### src/rtl/pwmb_pkg.sv
package pwmb_pkg;

   typedef enum logic [1:0] {
      SEL_CTRL   = 2'd0,
      SEL_TOP    = 2'd1,
      SEL_SHARED = 2'd2,
      SEL_MASK   = 2'd3
   } reg_sel_e;

   localparam int CTRL_CLEAR_BIT = 0;

endpackage

### src/rtl/pwmb_timebase.sv
module pwmb_timebase #(
   parameter int CW      = 4,
   parameter int TOP_RST = 15
) (
   input  logic          clk,
   input  logic          rst_n,
   input  logic          top_we,
   input  logic [CW-1:0] top_val,
   input  logic          clr,
   output logic [CW-1:0] cnt,
   output logic          reload
);

   logic [CW-1:0] top_reg;
   logic [CW-1:0] eff_top;
   logic [CW-1:0] cnt_q;
   logic          at_top;

   assign at_top = (cnt_q == eff_top);
   assign reload = clr | at_top;
   assign cnt    = cnt_q;

   always_ff @(posedge clk or negedge rst_n) begin
      if (!rst_n) begin
         top_reg <= CW'(TOP_RST);
         eff_top <= CW'(TOP_RST);
         cnt_q   <= '0;
      end else begin
         if (top_we) top_reg <= top_val;
         if (reload) begin
            cnt_q   <= '0;
            eff_top <= top_reg;
         end else begin
            cnt_q <= cnt_q + 1'b1;
         end
      end
   end

   AST_CNT_IN_RANGE: assert property (@(posedge clk) disable iff (!rst_n) cnt_q <= eff_top);
   AST_WRAP_TO_ZERO: assert property (@(posedge clk) disable iff (!rst_n) at_top |=> (cnt_q == '0));
   AST_STEP_UP: assert property (@(posedge clk) disable iff (!rst_n) (!clr && !at_top) |=> (cnt_q == CW'($past(cnt_q) + 1'b1)));
   AST_CLEAR_ZERO: assert property (@(posedge clk) disable iff (!rst_n) clr |=> (cnt_q == '0));
   AST_TOP_DEFERRED: assert property (@(posedge clk) disable iff (!rst_n) !reload |=> $stable(eff_top));

endmodule

### src/rtl/pwmb_bcast.sv
module pwmb_bcast #(
   parameter int NCH = 4,
   parameter int CW  = 4
) (
   input  logic           clk,
   input  logic           rst_n,
   input  logic           shared_we,
   input  logic [CW-1:0]  shared_val,
   input  logic           mask_we,
   input  logic [NCH-1:0] mask,
   output logic           ready,
   output logic [NCH-1:0] stage_we,
   output logic [CW-1:0]  stage_val
);

   logic          busy;
   logic          accept;
   logic [CW-1:0] shared_q;

   assign accept    = mask_we & ~busy;
   assign ready     = ~busy;
   assign stage_we  = accept ? mask : '0;
   assign stage_val = shared_q;

   always_ff @(posedge clk or negedge rst_n) begin
      if (!rst_n) begin
         busy     <= 1'b0;
         shared_q <= '0;
      end else begin
         busy <= accept;
         if (shared_we) shared_q <= shared_val;
      end
   end

   AST_READY_DROPS: assert property (@(posedge clk) disable iff (!rst_n) (mask_we && ready) |=> !ready);
   AST_READY_RETURNS: assert property (@(posedge clk) disable iff (!rst_n) !ready |=> ready);

endmodule

### src/rtl/pwmb_channel.sv
module pwmb_channel #(
   parameter int CW        = 4,
   parameter bit FALL_EDGE = 1'b0
) (
   input  logic          clk,
   input  logic          rst_n,
   input  logic          stage_we,
   input  logic [CW-1:0] stage_val,
   input  logic          reload,
   input  logic [CW-1:0] cnt,
   output logic          pwm
);

   logic [CW-1:0] duty_stg;
   logic [CW-1:0] duty_act;
   logic          raw;
   logic          pwm_q;

   assign raw = (duty_act != '0) && (cnt <= duty_act);
   assign pwm = pwm_q;

   always_ff @(posedge clk or negedge rst_n) begin
      if (!rst_n) begin
         duty_stg <= '0;
         duty_act <= '0;
      end else begin
         if (stage_we) duty_stg <= stage_val;
         if (reload)   duty_act <= duty_stg;
      end
   end

   generate
      if (FALL_EDGE) begin : g_fall
         always_ff @(negedge clk or negedge rst_n) begin
            if (!rst_n) pwm_q <= 1'b0;
            else        pwm_q <= raw;
         end
      end else begin : g_rise
         always_ff @(posedge clk or negedge rst_n) begin
            if (!rst_n) pwm_q <= 1'b0;
            else        pwm_q <= raw;
         end

         AST_ZERO_STAYS_LOW: assert property (@(posedge clk) disable iff (!rst_n) (duty_act == '0) |=> !pwm_q);
         AST_PERIOD_STARTS_HIGH: assert property (@(posedge clk) disable iff (!rst_n) ((duty_act != '0) && (cnt == '0)) |=> pwm_q);
      end
   endgenerate

   AST_DUTY_DEFERRED: assert property (@(posedge clk) disable iff (!rst_n) !reload |=> $stable(duty_act));
   AST_STAGE_UNTOUCHED: assert property (@(posedge clk) disable iff (!rst_n) !stage_we |=> $stable(duty_stg));

endmodule

### src/rtl/pwm_bcast.sv
module pwm_bcast
   import pwmb_pkg::*;
#(
   parameter int NCH     = 4,
   parameter int CW      = 4,
   parameter int DW      = 32,
   parameter int TOP_RST = (1 << CW) - 1
) (
   input  logic           clk,
   input  logic           rst_n,
   input  logic           wr_en,
   input  logic [1:0]     wr_addr,
   input  logic [DW-1:0]  wr_data,
   output logic           ready,
   output logic [NCH-1:0] pwm_o
);

   localparam int TOP_MAX = (1 << CW) - 1;

   generate
      if (NCH < 1 || NCH > 32) begin : g_bad_nch
         $error("pwm_bcast: NCH must lie in 1..32");
      end
      if (CW < 2 || CW > 16) begin : g_bad_cw
         $error("pwm_bcast: CW must lie in 2..16");
      end
      if (DW < CW || DW < NCH) begin : g_bad_dw
         $error("pwm_bcast: DW must cover both CW and NCH");
      end
      if (TOP_RST < 1 || TOP_RST > TOP_MAX) begin : g_bad_top
         $error("pwm_bcast: TOP_RST must lie in 1..2**CW-1");
      end
   endgenerate

   reg_sel_e       sel;
   logic           clr;
   logic           top_we;
   logic           shared_we;
   logic           mask_we;
   logic [CW-1:0]  cnt;
   logic           reload;
   logic [NCH-1:0] stage_we;
   logic [CW-1:0]  stage_val;
   logic           unused_wdata;

   assign sel          = reg_sel_e'(wr_addr);
   assign clr          = wr_en && (sel == SEL_CTRL) && wr_data[CTRL_CLEAR_BIT];
   assign top_we       = wr_en && (sel == SEL_TOP);
   assign shared_we    = wr_en && (sel == SEL_SHARED);
   assign mask_we      = wr_en && (sel == SEL_MASK);
   assign unused_wdata = ^wr_data;

   pwmb_timebase #(
      .CW      (CW),
      .TOP_RST (TOP_RST)
   ) u_timebase (
      .clk     (clk),
      .rst_n   (rst_n),
      .top_we  (top_we),
      .top_val (wr_data[CW-1:0]),
      .clr     (clr),
      .cnt     (cnt),
      .reload  (reload)
   );

   pwmb_bcast #(
      .NCH (NCH),
      .CW  (CW)
   ) u_bcast (
      .clk        (clk),
      .rst_n      (rst_n),
      .shared_we  (shared_we),
      .shared_val (wr_data[CW-1:0]),
      .mask_we    (mask_we),
      .mask       (wr_data[NCH-1:0]),
      .ready      (ready),
      .stage_we   (stage_we),
      .stage_val  (stage_val)
   );

   for (genvar i = 0; i < NCH; i++) begin : g_ch
      pwmb_channel #(
         .CW        (CW),
         .FALL_EDGE ((i % 2) == 1)
      ) u_ch (
         .clk       (clk),
         .rst_n     (rst_n),
         .stage_we  (stage_we[i]),
         .stage_val (stage_val),
         .reload    (reload),
         .cnt       (cnt),
         .pwm       (pwm_o[i])
      );
   end

   AST_BUSY_MASK_DROPPED: assert property (@(posedge clk) disable iff (!rst_n) (mask_we && !ready) |-> (stage_we == '0));
   AST_CLEAR_RELOADS: assert property (@(posedge clk) disable iff (!rst_n) clr |-> reload);

endmodule

### config.mk
export PLATFORM = sky130hd
export DESIGN_NAME = pwm_bcast
export DESIGN_NICKNAME = d
export VERILOG_FILES = /design/src/rtl/pwmb_pkg.sv /design/src/rtl/pwmb_timebase.sv /design/src/rtl/pwmb_bcast.sv /design/src/rtl/pwmb_channel.sv /design/src/rtl/pwm_bcast.sv
export SDC_FILE = /design/constraint.sdc
export NUM_CORES = 1
export LEC_CHECK = 0
export CAP_MARGIN = 40
export CORE_MARGIN = 2
export CORE_UTILIZATION = 57
export CTS_CLUSTER_DIAMETER = 40
export CTS_CLUSTER_SIZE = 30
export DETAILED_ROUTE_END_ITERATION = 10
export GPL_TIMING_DRIVEN = 0
export PLACE_DENSITY = 0.89
export SETUP_SLACK_MARGIN = 0.05
export SYNTH_ARGS = -nofsm -noshare
export SYNTH_HDL_FRONTEND = slang
export SYNTH_SLANG_ARGS = --single-unit
### constraint.sdc
create_clock -name clk -period 2.8 [get_ports clk]
set_clock_uncertainty 0.2 [all_clocks]
set_input_delay 0.56 -clock clk [delete_from_list [all_inputs] [get_ports clk]]
set_output_delay 0.56 -clock clk [all_outputs]
set_load 0.02 [all_outputs]
# == After elaboration in Yosys (flattened, before gate mapping) ==
# Index checks and enable logic that the tools add are counted.
# word_totals
register_bits,53
latchBits,0
ramBits,0
romBits,0
output_inout_bits,5
memories,0
# classes
addsub,1
mul,0
div_mod_pow,0
magnitude_cmp,4
n_eq_ne,4
n_shift,0
muxes,2
n_bitwise,3
reduce_logical,14
# op_table
cell,count
less-or-equal comparator 4 bit,4
nonzero test 4 bit,4
logical AND 1 bit,9
two-way mux 4 bit,2
"adder 4 x 1 -> 4 bit, second input constant",1
"equality test 2 bit, second input constant",2
equality test 4 bit,1
"equality test 2 x 1 -> 1 bit, second input constant",1
logical NOT 2 bit,1
AND 1 bit,1
NOT 1 bit,1
bitwise OR 1 bit,1

# == Longest topological paths before layout ==
# Gate-level depths: netlist of the first run.
# logic_depth
depth_word,5
depth_mapped,5
ltp_nobuf,5

# == Hierarchy ==
# From an unflattened synthesis of the first run, not the netlist that was laid out.
# unflattened
cells_unflattened,193
area_unflattened_um2,2502.4
# modules_own_cells
mod,n_inst,cells_per_inst,area_per_inst_um2
pwmb_channel,4,35,431.7
pwmb_timebase,1,34,520.5
pwmb_bcast,1,15,215.2
pwm_bcast,1,4,40.0

==> qor.csv, run 1 <==
metric;value;unit
reg_top3;g_ch.u_ch.duty_act (16), g_ch.u_ch.duty_stg (16);
setup_slack;-0.187;ns
clockBufferDepth;2;
wl;4270;um
ioPinCount;42;
ff_latch_area;1340;sq um
cpMaxStageDelayCell;dfrtn_1;
worst_pin_slew;0.784;ns
swShare;0.340;
grt_max_degree;35;
slew_headroom;0.478;
placed_cells;253;
initial_utilization;0.580;
violations;setup timing;
area_growth;17.3;%
nets;263;
finalPower;3.38;mW
syn-instance-count;187;
cts_sinks;53;
synth_nets;241;
worst_hold_slack;0.133;ns
dpl-instance-area;2770;sq um
crit_path_cell_trace;buf_6;
hold_path.class;in -> async;
synth_cell_types;22;
ys_warn_count;0;
worst_ep_required_time;2.04;ns
drtIter0Drc;37;
status;complete, but fails checks;
num-fill-cells;307;
die-area;4920;sq um
grt.total_usage;0.199;
drtPass1Iterations;4;
drive_above_1_share;0.411;
yosysTopAreaCell;dfrtp_1;
cts-root-buf;clkbuf_8;
antenna_found_initial;0;
clk_latency;0.30;ns
grt_overflow;0;
htreeDepth;2;
hold_viol_final;0;
fin_cells;261;
setup_violations;4;
final_area;2920;sq um
portBuffers;13;
dp_hpwl;3180;um
synth_area;2490;sq um
ant_nets;0;
core_area;4290;sq um
path_buf_inv;1;
cts_tree;done;
grt_pass1_vias;1557;
crit_fanout;1;
p_clk_frac;0.148;
peakVddDrop;489;uV
p_int;2.23;mW
maxCapViolations;0;
synth.area.top_cells;dfrtp_1 (43%), mux2_2 (20%), ha_1 (8.5%);
critical_path_arrival;2.23;ns
final_core_util;0.680;
cp_top_family;flip-flops;
slowest_delay;0.41;ns
p_leak;1.29;nW
die_width;70.1;um
grt_pass1_wl;7460;um
ys_ff_latch;53;
multi_input_area;1110;sq um
ys_seq_area_frac;0.536;
combPwrFrac;0.449;
p_per_area;1160;nW/um^2
syn_area_per_cell;13.3;sq um
wl_per_cell;16.4;um
cp-end-kind;primary output;
globalplace.congestion;0.729;
drt-vias-per-instance;5.70;
vias;1487;
rsz0062_at_grt;yes;
drc_errors;0;
path_clk_slew;0.08;ns
start_kind;flip-flop;
yosysTopAreaCellShare;0.432;
pwr-share-seq;0.403;
dieHeight;70.1;um
num_rows;24;
critical_path_class;reg -> out;
p_switching;1.15;mW
antennaDiodeCount;0;
drv_slew;0;
postCtsHoldBufs;0;
cts_made_buffers;5;
stage by stage:
stage | TNS [ns] | setup WS [ns]
floorplan | 0 | 0.00603
global placement | -28.17 | -1.82
detailed placement | -1.11 | -0.401
CTS | -0.513 | -0.195
global route | -0.622 | -0.222
finish | -0.474 | -0.187
path summary, 6_finish.rpt:
| path | depth (start not counted) | end | slack (ns) | startpoint |
|---|---|---|---|---|
| worst max-delay path | 1 | pwm_o[3] | -0.19 | g_ch[3].u_ch.pwm$_DFF_NN0_ |
| worst max register to register | 4 | g_ch[1].u_ch.pwm$_DFF_NN0_ | -0.06 | u_timebase.cnt[2]$_DFF_PN0_ |
| worst min-delay path | 1 | g_ch[3].u_ch.duty_act[2]$_DFFE_PN0N_ | 0.13 | rst_n |
| min in group clk | 1 | g_ch[3].u_ch.duty_act[2]$_DFFE_PN0N_ | 0.31 | g_ch[3].u_ch.duty_stg[2]$_DFFE_PN0P_ |
| worst min register to register | 1 | g_ch[3].u_ch.duty_act[2]$_DFFE_PN0N_ | 0.31 | g_ch[3].u_ch.duty_stg[2]$_DFFE_PN0P_ |
| max in group asynchronous | 2 | g_ch[1].u_ch.pwm$_DFF_NN0_ | 0.40 | rst_n |
cell usage in the layout (no fill, tap or decap), types with 5 or more instances in the layout:
cell,synthesis,final
nand3_1,5,5
dfrtp_1,43,40
clkbuf_8,0,5
ha_1,17,11
a21oi_1,8,6
ha_4,0,6
inv_1,22,21
mux2_2,44,44
buf_4,4,5
dfstp_2,8,8
xnor2_1,5,5
clkdlybuf4s50_1,0,10
cell families after synthesis:
kind of cell / synth area share
AO/OA/AOI/OAI: 0.0412
adder cells (fa/ha/maj): 0.0854
flip-flops: 0.536
AND/OR/NAND/NOR: 0.0613
buffers and inverters: 0.0557
XOR/XNOR: 0.0211
multiplexers: 0.199
synthesized netlist by cell type:
master and n:
a21oi_1 8, dfstp_2 8, ha_1 17, inv_1 22
xor2_1 1, nand3_1 5, and4b_1 1, nand3b_1 2
mux2_2 44, dfrtn_1 2, nand2_1 4, a41oi_4 1
buf_4 4, nor4_1 4, and2_1 4, clkbuf_1 1
nand4_1 4, and4bb_2 1, xnor2_1 5, o221ai_1 4
buf_6 2, dfrtp_1 43
repair_timing:
| action | in CTS | in global routing |
|---|---|---|
| pin swaps | 0 | 4 |
| endpoints found under the setup margin | 4 | 4 |
| resized for setup | 14 | 5 |
| setup buffers | 3 | 0 |
| gates cloned | 0 | 0 |
power groups by stage:
stage                     registers, mW  logic (mW)  clock network, mW
after floorplan                    1.29        1.13                  0
after global placement             1.37        1.32                  0
after detailed placement           1.39        1.42                  0
after CTS                          1.36        1.46              0.507
after global routing               1.41        1.70              0.531
final                              1.36        1.52              0.499
layout make-up:
type / count / share of cell area
sequential: 53 / 0.459
multi-input combinational: 105 / 0.380
timing repair buffer: 17 / 0.0608
inverter: 22 / 0.0283
clock buffer: 5 / 0.0236
tap: 52 / 0.0223
buffer: 5 / 0.0141
clock inverter: 2 / 0.0120
layer usage:
metal | vias up | track usage | share of wire
met3 | 8 | 0.0447 | 0.028
met2 | 22 | 0.325 | 0.51
met1 | 760 | 0.257 | 0.44
met4 | 0 | 0.0812 | 0.025
met5 | - | 0 | 0
li1 | 697 | - | -
(Power assumes the default switching activity.)
==> inputs of run 2 (changes only) <==
==> constraint.sdc (replaced) <==
create_clock -name clk -period 3.8 [get_ports clk]
set_clock_uncertainty 0.2 [all_clocks]
set_input_delay 0.76 -clock clk [delete_from_list [all_inputs] [get_ports clk]]
set_output_delay 0.76 -clock clk [all_outputs]
set_load 0.02 [all_outputs]
==> qor.csv, run 2 (synthesis results as in run 1) <==
metric;value;unit
status;completed;
worst_ep_required_time;2.84;ns
cts_resized;12;
htreeDepth;2;
reg_top3;g_ch.u_ch.duty_act (16), g_ch.u_ch.duty_stg (16);
cp_top_family;flip-flops;
cpMaxStageDelayCell;dfrtn_1;
die-area;4920;sq um
die_width;70.1;um
final_cell_mix;mux2_2 (44), dfrtp_1 (43), inv_1 (22);
start_kind;flip-flop;
wl;4170;um
ant_nets;0;
post_cts_buffers;0;
portBuffers;13;
antenna_found_initial;0;
drtPass1Iterations;4;
area_growth;11.6;%
p_leak;1.26;nW
drc_errors;0;
drt-vias-per-instance;5.54;
dieHeight;70.1;um
num_rows;24;
ioPinCount;42;
hold_path.class;in -> async;
antennaDiodeCount;0;
slew_headroom;0.708;
drv_slew;0;
placed_cells;253;
crit_fanout;1;
globalplace.congestion;0.711;
path_buf_inv;1;
peakVddDrop;435;uV
maxCapViolations;0;
cts_tree;done;
core_area;4290;sq um
vias;1435;
drtIter0Drc;59;
r2r-start;u_timebase.cnt[2]$_DFF_PN0_;
grt.total_usage;0.198;
wl_per_cell;16.1;um
grt_pass1_wl;7390;um
critical_path_class;reg -> out;
nets;260;
crit_path_cell_trace;buf_6;
dp_hpwl;3040;um
grt_overflow;0;
clockBufferDepth;2;
drive_above_1_share;0.329;
grt_max_degree;36;
slowest_delay;0.41;ns
grt_pass1_vias;1581;
postCtsHoldBufs;0;
fin_cells;259;
critical_path_arrival;2.72;ns
p_per_area;830;nW/um^2
cts-root-buf;clkbuf_8;
cts_made_buffers;5;
crit_path_start;g_ch[3].u_ch.pwm$_DFF_NN0_;
rsz0062_at_grt;no;
layout_commonest_cell;mux2_2;
cts_sinks;53;
worst_pin_slew;0.438;ns
hold_viol_final;0;
setup_violations;0;
cp-end-kind;primary output;
initial_utilization;0.580;
finalPower;2.31;mW
clk_latency;0.30;ns
path_clk_slew;0.08;ns
## run 2: layout make-up
| class | count | area [sq um] |
|---|---|---|
| Buffer | 5 | 41.3 |
| Clock buffer | 8 | 90.1 |
| Fill cell | 303 | 1520 |
| Inverter | 22 | 82.6 |
| Multi-Input combinational cell | 105 | 1020 |
| Sequential cell | 53 | 1340 |
| Tap cell | 52 | 65.1 |
| Timing Repair Buffer | 14 | 148 |
## run 2: per-layer routing
layer  global-route usage  vias up  routed length [um]
met5                    0        -                   0
met4                0.111        0                 149
met3               0.0346       12                 102
met2                0.333       23                2130
met1                0.239      705                1790
li1                     -      695                   -
## run 2: worst paths after layout
check / end / slack (ns) / cells past startpoint
max: pwm_o[3] / 0.12 / 1
min: g_ch[0].u_ch.duty_act[1]$_DFFE_PN0N_ / 0.19 / 1
max reg2reg: g_ch[3].u_ch.pwm$_DFF_NN0_ / 0.23 / 4
min reg2reg: g_ch[1].u_ch.duty_stg[2]$_DFFE_PN0P_ / 0.30 / 1
max in group asynchronous: g_ch[1].u_ch.pwm$_DFF_NN0_ / 0.87 / 2
min in group clk: g_ch[1].u_ch.duty_stg[2]$_DFFE_PN0P_ / 0.30 / 1
## run 2: report_power, final
group | internal, mW | switching [mW] | total (mW) | leakage, nW
sequential | 0.819 | 0.184 | 1.00 | 0.634
clock | 0.149 | 0.168 | 0.317 | 0.0455
combinational | 0.540 | 0.447 | 0.987 | 0.583
total | 1.51 | 0.798 | 2.31 | 1.26
## run 2: through the flow
| step | setup TNS (ns) | utilization | hold WS [ns] | cell area (sq um) | setup WS, ns |
|---|---|---|---|---|---|
| global route | 0 | 0.647 | 0.214 | 2780 | 0.0883 |
| finish | 0 | 0.647 | 0.194 | 2780 | 0.119 |
| global placement | -3.19 | 0.626 | 0.283 | 2690 | -1.49 |
| detailed placement | -0.204 | 0.629 | 0.290 | 2700 | -0.108 |
| CTS | 0 | 0.647 | 0.200 | 2780 | 0.107 |
| floorplan | 0 | - | 0.264 | 2490 | 0.451 |
==> inputs of run 3 (changes only) <==
--- a/config.mk
+++ b/config.mk
@@ -13,6 +13,7 @@
 export DETAILED_ROUTE_END_ITERATION = 10
 export GPL_TIMING_DRIVEN = 0
 export PLACE_DENSITY = 0.89
+export RECOVER_POWER = 100
 export SETUP_SLACK_MARGIN = 0.05
 export SYNTH_ARGS = -nofsm -noshare
 export SYNTH_HDL_FRONTEND = slang
==> qor.csv, run 3 (synthesis results as in run 1) <==
metric;value;unit
dieHeight;70.1;um
cts-root-buf;clkbuf_8;
final_core_util;0.636;
drtPass1Iterations;4;
drive_above_1_share;0.309;
r2r_setup_slack;0.23;ns
grt_max_degree;36;
worst_ep_required_time;2.84;ns
hold_viol_final;0;
critical_path_class;reg -> out;
p_per_area;819;nW/um^2
cts_tree;done;
crit_fanout;1;
dp_hpwl;3040;um
ant_nets;0;
placed_cells;253;
worst_hold_slack;0.305;ns
dpl_worst_slack;-0.108;ns
portBuffers;13;
peakVddDrop;429;uV
dpl-instance-area;2700;sq um
hp-start;g_ch[1].u_ch.duty_stg[2]$_DFFE_PN0P_;
area_growth;9.64;%
die_width;70.1;um
layout_commonest_cell;mux2_2;
drc_errors;0;
rsz0062_at_grt;no;
post_cts_buffers;0;
slew_headroom;0.307;
p_clk_frac;0.141;
p_leak;1.24;nW
final_cell_mix;mux2_2 (44), dfrtp_1 (43), inv_1 (22);
crit_path_cell_trace;clkbuf_2;
r2r_cells;4;
swShare;0.346;
antennaDiodeCount;0;
grt.total_usage;0.198;
setup_tns;0;ns
cts_sinks;53;
drt-vias-per-instance;5.58;
cp-end-kind;primary output;
setup_violations;0;
p_switching;773;uW
nets;260;
critical_path_arrival;2.75;ns
wl_per_cell;16.2;um
grt_pass1_vias;1581;
finalPower;2.24;mW
num_rows;24;
grt_pass1_wl;7390;um
grt_overflow;0;
hold_path.class;reg -> reg;
final_area;2730;sq um
setup_slack;0.0932;ns
ioPinCount;42;
die-area;4920;sq um
drv_slew;0;
vias;1445;
clockBufferDepth;2;
fin_cells;259;
r2r_end;g_ch[3].u_ch.pwm$_DFF_NN0_;
reg_top3;g_ch.u_ch.duty_act (16), g_ch.u_ch.duty_stg (16);
antenna_found_initial;0;
path_clk_slew;0.08;ns
maxCapViolations;0;
htreeDepth;2;
initial_utilization;0.580;
min_to;g_ch[1].u_ch.duty_stg[2]$_DFFE_PN0P_;
cpMaxStageDelayCell;dfrtn_1;
worst_pin_slew;1.04;ns
globalplace.congestion;0.711;
cp_top_family;flip-flops;
wl;4180;um
drtIter0Drc;41;
slowest_delay;0.39;ns
core_area;4290;sq um
combPwrFrac;0.411;
r2r-start;u_timebase.cnt[2]$_DFF_PN0_;
path_buf_inv;1;
p_int;1.46;mW
cts_made_buffers;5;
start_kind;flip-flop;
clk_latency;0.30;ns
pwr-share-seq;0.448;
status;completed;
worstHoldPathCells;1;
==> run 3: changes by cell type in the layout (fill, tap and decap cells not counted) <==
cell	change
and2_0	+2
buf_2	-1
a41oi_4	-1
dlygate4sd3_1	+4
a41oi_1	+1
clkbuf_2	+2
clkbuf_1	+3
buf_6	-4
and2_1	-2
clkdlybuf4s50_1	-4
==> run 3: worst max-delay path by stage <==
| stage | cells after the start | start | end | slack, ns |
|---|---|---|---|---|
| after global routing | 1 | g_ch[3].u_ch.pwm$_DFF_NN0_ | pwm_o[3] | 0.06 |
| after floorplan | 1 | g_ch[1].u_ch.pwm$_DFF_NN0_ | pwm_o[1] | 0.45 |
| after CTS | 1 | g_ch[1].u_ch.pwm$_DFF_NN0_ | pwm_o[1] | 0.11 |
| after detailed placement | 2 | g_ch[1].u_ch.pwm$_DFF_NN0_ | pwm_o[1] | -0.11 |
| final | 1 | g_ch[3].u_ch.pwm$_DFF_NN0_ | pwm_o[3] | 0.09 |
| after global placement | 1 | rst_n | g_ch[3].u_ch.pwm$_DFF_NN0_ | -1.49 |
==> run 3: per-layer routing <==
layer,up-vias,global-route usage,wire [um]
met3,12,0.0346,105
met2,23,0.333,2140
met1,717,0.239,1790
met4,0,0.111,149
li1,693,-,-
met5,-,0,0
==> run 3: power groups by stage <==
stage | Combinational (mW) | Clock [mW] | Sequential [mW]
2_1_floorplan | 0.788 | 0 | 0.944
3_3_place_gp | 0.925 | 0 | 1.00
3_5_place_dp | 0.995 | 0 | 1.02
4_1_cts | 0.997 | 0.323 | 1.01
5_1_grt | 1.03 | 0.352 | 1.04
6_report | 0.919 | 0.315 | 1.00
==> run 3: area by class of cell <==
class / instances / area (sq um)
Buffer: 5 / 26.3
Clock buffer: 8 / 90.1
Fill cell: 313 / 1560
Inverter: 22 / 82.6
Multi-Input combinational cell: 105 / 997
Sequential cell: 53 / 1340
Tap cell: 52 / 65.1
Timing Repair Buffer: 14 / 134
==> run 3: timing repair <==
action,in CTS,in global routing
setup endpoints to repair,2,0
gates resized for setup,12,0
hold buffers,0,0
